--- src/rtl/lrsc_pkg.sv ---
// Shared types and encodings for the reservation tracker.
// Assumes a 32-bit instruction word in the standard atomic format.
package lrsc_pkg;

    typedef enum logic [1:0] {
        ATOM_NONE = 2'd0,
        ATOM_LR   = 2'd1,
        ATOM_SC   = 2'd2,
        ATOM_RMW  = 2'd3
    } atom_op_e;

    localparam logic [6:0] ATOMIC_OPCODE = 7'b0101111;
    localparam logic [2:0] WORD_WIDTH_F3 = 3'b010;
    localparam logic [4:0] F5_LR         = 5'b00010;
    localparam logic [4:0] F5_SC         = 5'b00011;

    // Map a function code to its operation class.
    function automatic atom_op_e classify_f5(input logic [4:0] f5);
        case (f5)
            F5_LR:   return ATOM_LR;
            F5_SC:   return ATOM_SC;
            5'b00000, 5'b00001, 5'b00100, 5'b01000, 5'b01100,
            5'b10000, 5'b10100, 5'b11000, 5'b11100: return ATOM_RMW;
            default: return ATOM_NONE;
        endcase
    endfunction

endpackage

--- src/rtl/lrsc_decode.sv ---
// Decodes an instruction word into an atomic class and ordering bits.
// Assumes opcode in [6:0], width field in [14:12], function in [31:27],
// acquire in bit 26 and release in bit 25. Purely combinational.
module lrsc_decode
    import lrsc_pkg::*;
(
    input  logic        valid_i,
    input  logic [31:0] instr_i,
    output atom_op_e    op_o,
    output logic        aq_o,
    output logic        rl_o
);

    logic format_ok;

    // Check fixed fields of the atomic format.
    always_comb begin
        format_ok = valid_i
                 && (instr_i[6:0]   == ATOMIC_OPCODE)
                 && (instr_i[14:12] == WORD_WIDTH_F3);
    end

    // Produce class and ordering bits; nothing leaks out for non-atomics.
    always_comb begin
        op_o = format_ok ? classify_f5(instr_i[31:27]) : ATOM_NONE;
        aq_o = (op_o != ATOM_NONE) && instr_i[26];
        rl_o = (op_o != ATOM_NONE) && instr_i[25];
    end

endmodule

--- src/rtl/lrsc_word_match.sv ---
// Compares the incoming word address with the held reservation.
// Assumes the byte offset has already been stripped by the caller.
module lrsc_word_match #(
    parameter int WORD_W = 30
) (
    input  logic              resv_valid_i,
    input  logic [WORD_W-1:0] resv_word_i,
    input  logic [WORD_W-1:0] req_word_i,
    output logic              hit_o
);

    // Hit only when a reservation exists and the words agree.
    always_comb begin
        hit_o = resv_valid_i && (resv_word_i == req_word_i);
    end

endmodule

--- src/rtl/lrsc_resv_reg.sv ---
// Holds the single reservation and applies ordering side effects.
// Assumes op/aq/rl come from the decoder and hit from the word comparator
// evaluated on the pre-update state. Release has priority over acquire.
module lrsc_resv_reg
    import lrsc_pkg::*;
#(
    parameter int WORD_W = 30
) (
    input  logic              clk,
    input  logic              rst_n,
    input  atom_op_e          op_i,
    input  logic              aq_i,
    input  logic              rl_i,
    input  logic              hit_i,
    input  logic [WORD_W-1:0] req_word_i,
    output logic              valid_o,
    output logic [WORD_W-1:0] word_o
);

    logic is_atom;
    logic do_release;
    logic do_acquire;

    // Choose the side effect for this cycle.
    always_comb begin
        is_atom    = (op_i != ATOM_NONE);
        do_release = is_atom && rl_i && hit_i;
        do_acquire = is_atom && !rl_i && aq_i;
    end

    // Update the reservation at the clock edge.
    always_ff @(posedge clk) begin
        if (!rst_n) begin
            valid_o <= 1'b0;
            word_o  <= '0;
        end else if (do_release) begin
            valid_o <= 1'b0;
        end else if (do_acquire) begin
            valid_o <= 1'b1;
            word_o  <= req_word_i;
        end
    end

    a_r1_reset_clears: assert property (@(posedge clk)
        !rst_n |=> !valid_o);

    a_r6_release_hit: assert property (@(posedge clk) disable iff (!rst_n)
        (is_atom && rl_i && hit_i) |=> !valid_o);

    a_r7_release_miss: assert property (@(posedge clk) disable iff (!rst_n)
        (is_atom && rl_i && !hit_i) |=> ($stable(valid_o) && $stable(word_o)));

    a_r8_acquire: assert property (@(posedge clk) disable iff (!rst_n)
        (is_atom && !rl_i && aq_i) |=> (valid_o && word_o == $past(req_word_i)));

    a_r2_idle_keeps: assert property (@(posedge clk) disable iff (!rst_n)
        (op_i == ATOM_NONE) |=> ($stable(valid_o) && $stable(word_o)));

endmodule

--- src/rtl/lrsc_reservation_tracker.sv ---
// Top of the reservation tracker: decode, compare, decide, update.
// Assumes a single hart; the store-conditional decision is combinational
// on the pre-update reservation, side effects land at the next edge.
module lrsc_reservation_tracker
    import lrsc_pkg::*;
#(
    parameter int XLEN       = 32,
    parameter int ADDR_W     = 32,
    parameter int WORD_BYTES = 4
) (
    input  logic                      clk,
    input  logic                      rst_n,
    input  logic                      instr_valid,
    input  logic [31:0]               instr,
    input  logic [ADDR_W-1:0]         rs1_addr,
    output logic                      is_atomic,
    output logic                      sc_active,
    output logic                      sc_write_en,
    output logic [XLEN-1:0]           rd_status,
    output logic                      resv_valid,
    output logic [ADDR_W-$clog2(WORD_BYTES)-1:0] resv_word
);

    localparam int OFF_W  = $clog2(WORD_BYTES);
    localparam int WORD_W = ADDR_W - OFF_W;

    atom_op_e          op;
    logic              aq, rl, hit;
    logic [WORD_W-1:0] req_word;

    // Strip the byte offset from the request address.
    always_comb begin
        req_word = rs1_addr[ADDR_W-1:OFF_W];
    end

    lrsc_decode u_decode (
        .valid_i (instr_valid),
        .instr_i (instr),
        .op_o    (op),
        .aq_o    (aq),
        .rl_o    (rl)
    );

    lrsc_word_match #(.WORD_W(WORD_W)) u_match (
        .resv_valid_i (resv_valid),
        .resv_word_i  (resv_word),
        .req_word_i   (req_word),
        .hit_o        (hit)
    );

    lrsc_resv_reg #(.WORD_W(WORD_W)) u_resv (
        .clk        (clk),
        .rst_n      (rst_n),
        .op_i       (op),
        .aq_i       (aq),
        .rl_i       (rl),
        .hit_i      (hit),
        .req_word_i (req_word),
        .valid_o    (resv_valid),
        .word_o     (resv_word)
    );

    // Drive the datapath decision from the pre-update reservation.
    always_comb begin
        is_atomic   = (op != ATOM_NONE);
        sc_active   = (op == ATOM_SC);
        sc_write_en = sc_active && hit;
        rd_status   = '0;
        if (sc_active && !hit) rd_status = XLEN'(1);
    end

    a_r3_write_needs_resv: assert property (@(posedge clk) disable iff (!rst_n)
        sc_write_en |-> (resv_valid && resv_word == rs1_addr[ADDR_W-1:OFF_W]));

    a_r10_write_only_sc: assert property (@(posedge clk) disable iff (!rst_n)
        !sc_active |-> (!sc_write_en && rd_status == '0));

    a_r4_status_exclusive: assert property (@(posedge clk) disable iff (!rst_n)
        sc_active |-> (sc_write_en != rd_status[0]));

endmodule

--- config.mk ---
export PLATFORM = sky130hd
export DESIGN_NAME = lrsc_reservation_tracker
export DESIGN_NICKNAME = d
export VERILOG_FILES = /design/src/rtl/lrsc_pkg.sv /design/src/rtl/lrsc_decode.sv /design/src/rtl/lrsc_word_match.sv /design/src/rtl/lrsc_resv_reg.sv /design/src/rtl/lrsc_reservation_tracker.sv
export SDC_FILE = /design/constraint.sdc
export NUM_CORES = 1
export LEC_CHECK = 0
export CAP_MARGIN = 5
export CORE_MARGIN = 3
export CORE_UTILIZATION = 32
export CTS_CLUSTER_DIAMETER = 100
export DETAILED_ROUTE_END_ITERATION = 8
export GPL_TIMING_DRIVEN = 1
export PLACE_DENSITY_LB_ADDON = 0.25
export SYNTH_ARGS = -nofsm -noshare
export SYNTH_HDL_FRONTEND = slang
export SYNTH_SLANG_ARGS = --single-unit
--- constraint.sdc ---
create_clock -name clk -period 1.6 [get_ports clk]
set_clock_uncertainty 0.05 [all_clocks]
set_input_delay 0.24 -clock clk [delete_from_list [all_inputs] [get_ports clk]]
set_output_delay 0.24 -clock clk [all_outputs]
set_load 0.05 [all_outputs]
==> impl_metrics.ini <==
[status]
status = complete, but fails checks
violations = setup timing

[sta]
fmax_mhz = 490
post-route-period-util_pct = 127
rsz0062_at_grt = true
fin_ws_ps = -439
setup_viol = 27
period_minus_slack_ps = 2040
hold_viol = 0
timing.hold.ws_ps = 335
drv_slew = 0

[pwr]
vdd.ir_drop.worst_mv = 0.382
switching_power_uw = 511
pwr_density_cell_nw_per_um2 = 500
seq_power_share_pct = 44.6
switching_share_pct = 29.6
combPwrFrac_pct = 23.4
p_leak_nw = 1.51
p_clk_share_pct = 32.0
intPower_mw = 1.22

[cts]
cts_root_buffer = clkbuf_8
cts_tree = done
clock_path_buffers = 2
cts.sinks = 31
ctsHoldBuffers = 0
insertion_delay_ps = 270
htreeDepth = 2
numCtsBuffers = 5
clkTransAtPathRegs_ps = 60

[finish]
area_delta_synth_final_pct = 81.5
final_cell_area_um2 = 3460
final_core_util_pct = 61.3
finalNonFillerCells = 439
drive_above_1_share_pct = 52.3
fin_nets = 435
antenna_cells = 0

[logic_synthesis]
synth_edf_count = 0
synth-simple-area-share_pct = 19.2
synth_top_family_by_area = simple AND/OR/NAND/NOR gates
muxShareOfSynthArea_pct = 0
synthAdderAreaFrac_pct = 0
async_flop_share_pct = 0
synthXorXnorAreaFrac_pct = 13.8
ys_seq_elements = 31
syn_area_per_cell_um2 = 8.75
synth_compound_area_share_pct = 18.7
synthCells = 218
ys_types = 24
netlist_area_um2 = 1910
seq_area_frac_synth_pct = 32.5
synth_ff_type = dfxtp_1
yosysWarnings = 0

[setup_path]
required_ps = 1310
r2r-start = u_resv.word_o[13]$_SDFFE_PN0P_
cp-start-kind = register
cp_max_fo = 3
reg2reg_depth = 6
timing.rr.end = u_resv.valid_o$_SDFFE_PP0P_
end_kind = primary output
path_class = reg2out
arrival_ps = 1750
worst-r2r-setup-slack_ps = 30

[drt]
drt_iter0_drc = 42
via_per_inst = 4.32
via_count = 1895
ant_nets = 0
wl_per_cell_um = 12.5
dr.pass1.iters = 4
remaining_drc_errors = 0
wirelength_mm = 5.50

[worst_hold_path]
hold_end = u_resv.word_o[7]$_SDFFE_PN0P_
hold_class = in2reg
worstHoldStart = rs1_addr[9]
hold_depth = 3

[placement]
dp_hpwl_mm = 4.13
dpl_cell_area_um2 = 3210
port_buffers = 84
dp.cells = 426
gp_congestion = 0.739

[global_routing]
grt_pass1_wl_mm = 9.05
antenna_found_initial = 0
grt.overflow.total = 0
grt_pass1_vias = 1887
grt_max_degree = 32
track_usage_pct = 16.0

[die]
die_y_um = 83.2
die_w_um = 83.2
dieArea_um2 = 6920
coreArea_um2 = 5640
io_pins = 133
placementRows = 27
start_util_pct = 33.8

[job]
maxCapViolCount = 0
[kinds of logic after synthesis]
kind of cell / count (synthesis)
xor+xnor: 30
simple gates: 79
buf+inv: 42
compound gates: 35
other cells: 1
flops: 31
[metrics by stage]
step	setup slack [ps]	TNS [ps]	total power, mW
2_1_floorplan	-927	-21320	1.07
3_3_place_gp	-673	-20110	1.22
3_5_place_dp	-741	-22400	1.22
4_1_cts	-383	-2560	1.74
5_1_grt	-480	-5610	1.80
6_report	-439	-3370	1.73
[layout by cell type (no fill, tap or decap), types with 2 or more instances in the layout]
cell type,n
a21boi_1,2
a21boi_2,28
buf_12,7
buf_2,2
buf_4,88
buf_6,8
clkbuf_16,2
clkbuf_2,2
clkbuf_8,5
clkdlybuf4s50_1,3
conb_1,31
dfxtp_1,27
dfxtp_2,4
dlygate4sd2_1,40
nand2_1,30
nand2_2,25
nand2_4,5
nand4_1,8
nor4_2,2
xnor2_1,25
xnor2_2,5
[final cells by class]
| type | instances | area, µm² |
|---|---|---|
| Fill cell | 525 | 2180 |
| Timing Repair Buffer | 153 | 1370 |
| Tap cell | 72 | 90.1 |
| Clock buffer | 6 | 72.6 |
| Inverter | 2 | 11.3 |
| Sequential cell | 31 | 626 |
| Multi-Input combinational cell | 175 | 1290 |
[layer usage]
metal	track usage (%)	routed length, µm	up-vias
met5	0	0	-
met4	3.57	31	0
met3	4.37	379	5
met2	29.0	2860	63
met1	18.6	2230	869
li1	-	-	958
[critical path, cell delays in order, from the launching register on]
cell,delay [ps]
dfxtp_2,340
xnor2_2,220
nand4_1,150
nor4_2,280
buf_4,160
and3_4,190
buf_12,130
[how the worst max path moves through the flow]
| stage | startpoint | end | slack [ps] |
|---|---|---|---|
| floorplan | instr[12] | sc_write_en | -930 |
| global placement | instr[13] | sc_write_en | -670 |
| detailed placement | instr[13] | sc_write_en | -740 |
| CTS | u_resv.word_o[9]$_SDFFE_PN0P_ | sc_write_en | -380 |
| global route | u_resv.word_o[13]$_SDFFE_PN0P_ | sc_write_en | -480 |
| finish | u_resv.word_o[13]$_SDFFE_PN0P_ | sc_write_en | -440 |
[cells in the mapped netlist, types with 2 or more instances]
cell      count  area [µm²]
a21boi_2     26         293
nor4_1        2        12.5
nand4_1       8        50.1
dfxtp_1      31         621
a21boi_1      4        30.0
clkbuf_1      6        22.5
buf_4        31         233
xnor2_1      30         263
nand2_1      60         225
nand3_1       2        10.0
a21oi_1       2        10.0
inv_1         2        7.51
buf_6         3        33.8
[state kept, by name, summed over array words and instances, names as in the netlist]
register and cells:
u_resv.word_o 30, u_resv.valid_o 1
[repair_timing]
item | in CTS | in global routing
gates cloned | 1 | 2
buffers inserted | 5 | 1
pin swaps | 21 | 8
gates resized for setup | 69 | 24
endpoints found under the setup margin | 35 | 35
[power by group through the flow]
stage / Clock [mW] / Sequential, mW / Combinational, mW
2_1_floorplan: 0 / 0.789 / 0.282
6_report: 0.554 / 0.772 / 0.405
4_1_cts: 0.571 / 0.772 / 0.401
3_3_place_gp: 0 / 0.789 / 0.429
3_5_place_dp: 0 / 0.789 / 0.430
5_1_grt: 0.603 / 0.771 / 0.427
No activity file was read; power rests on OpenSTA's default activity.
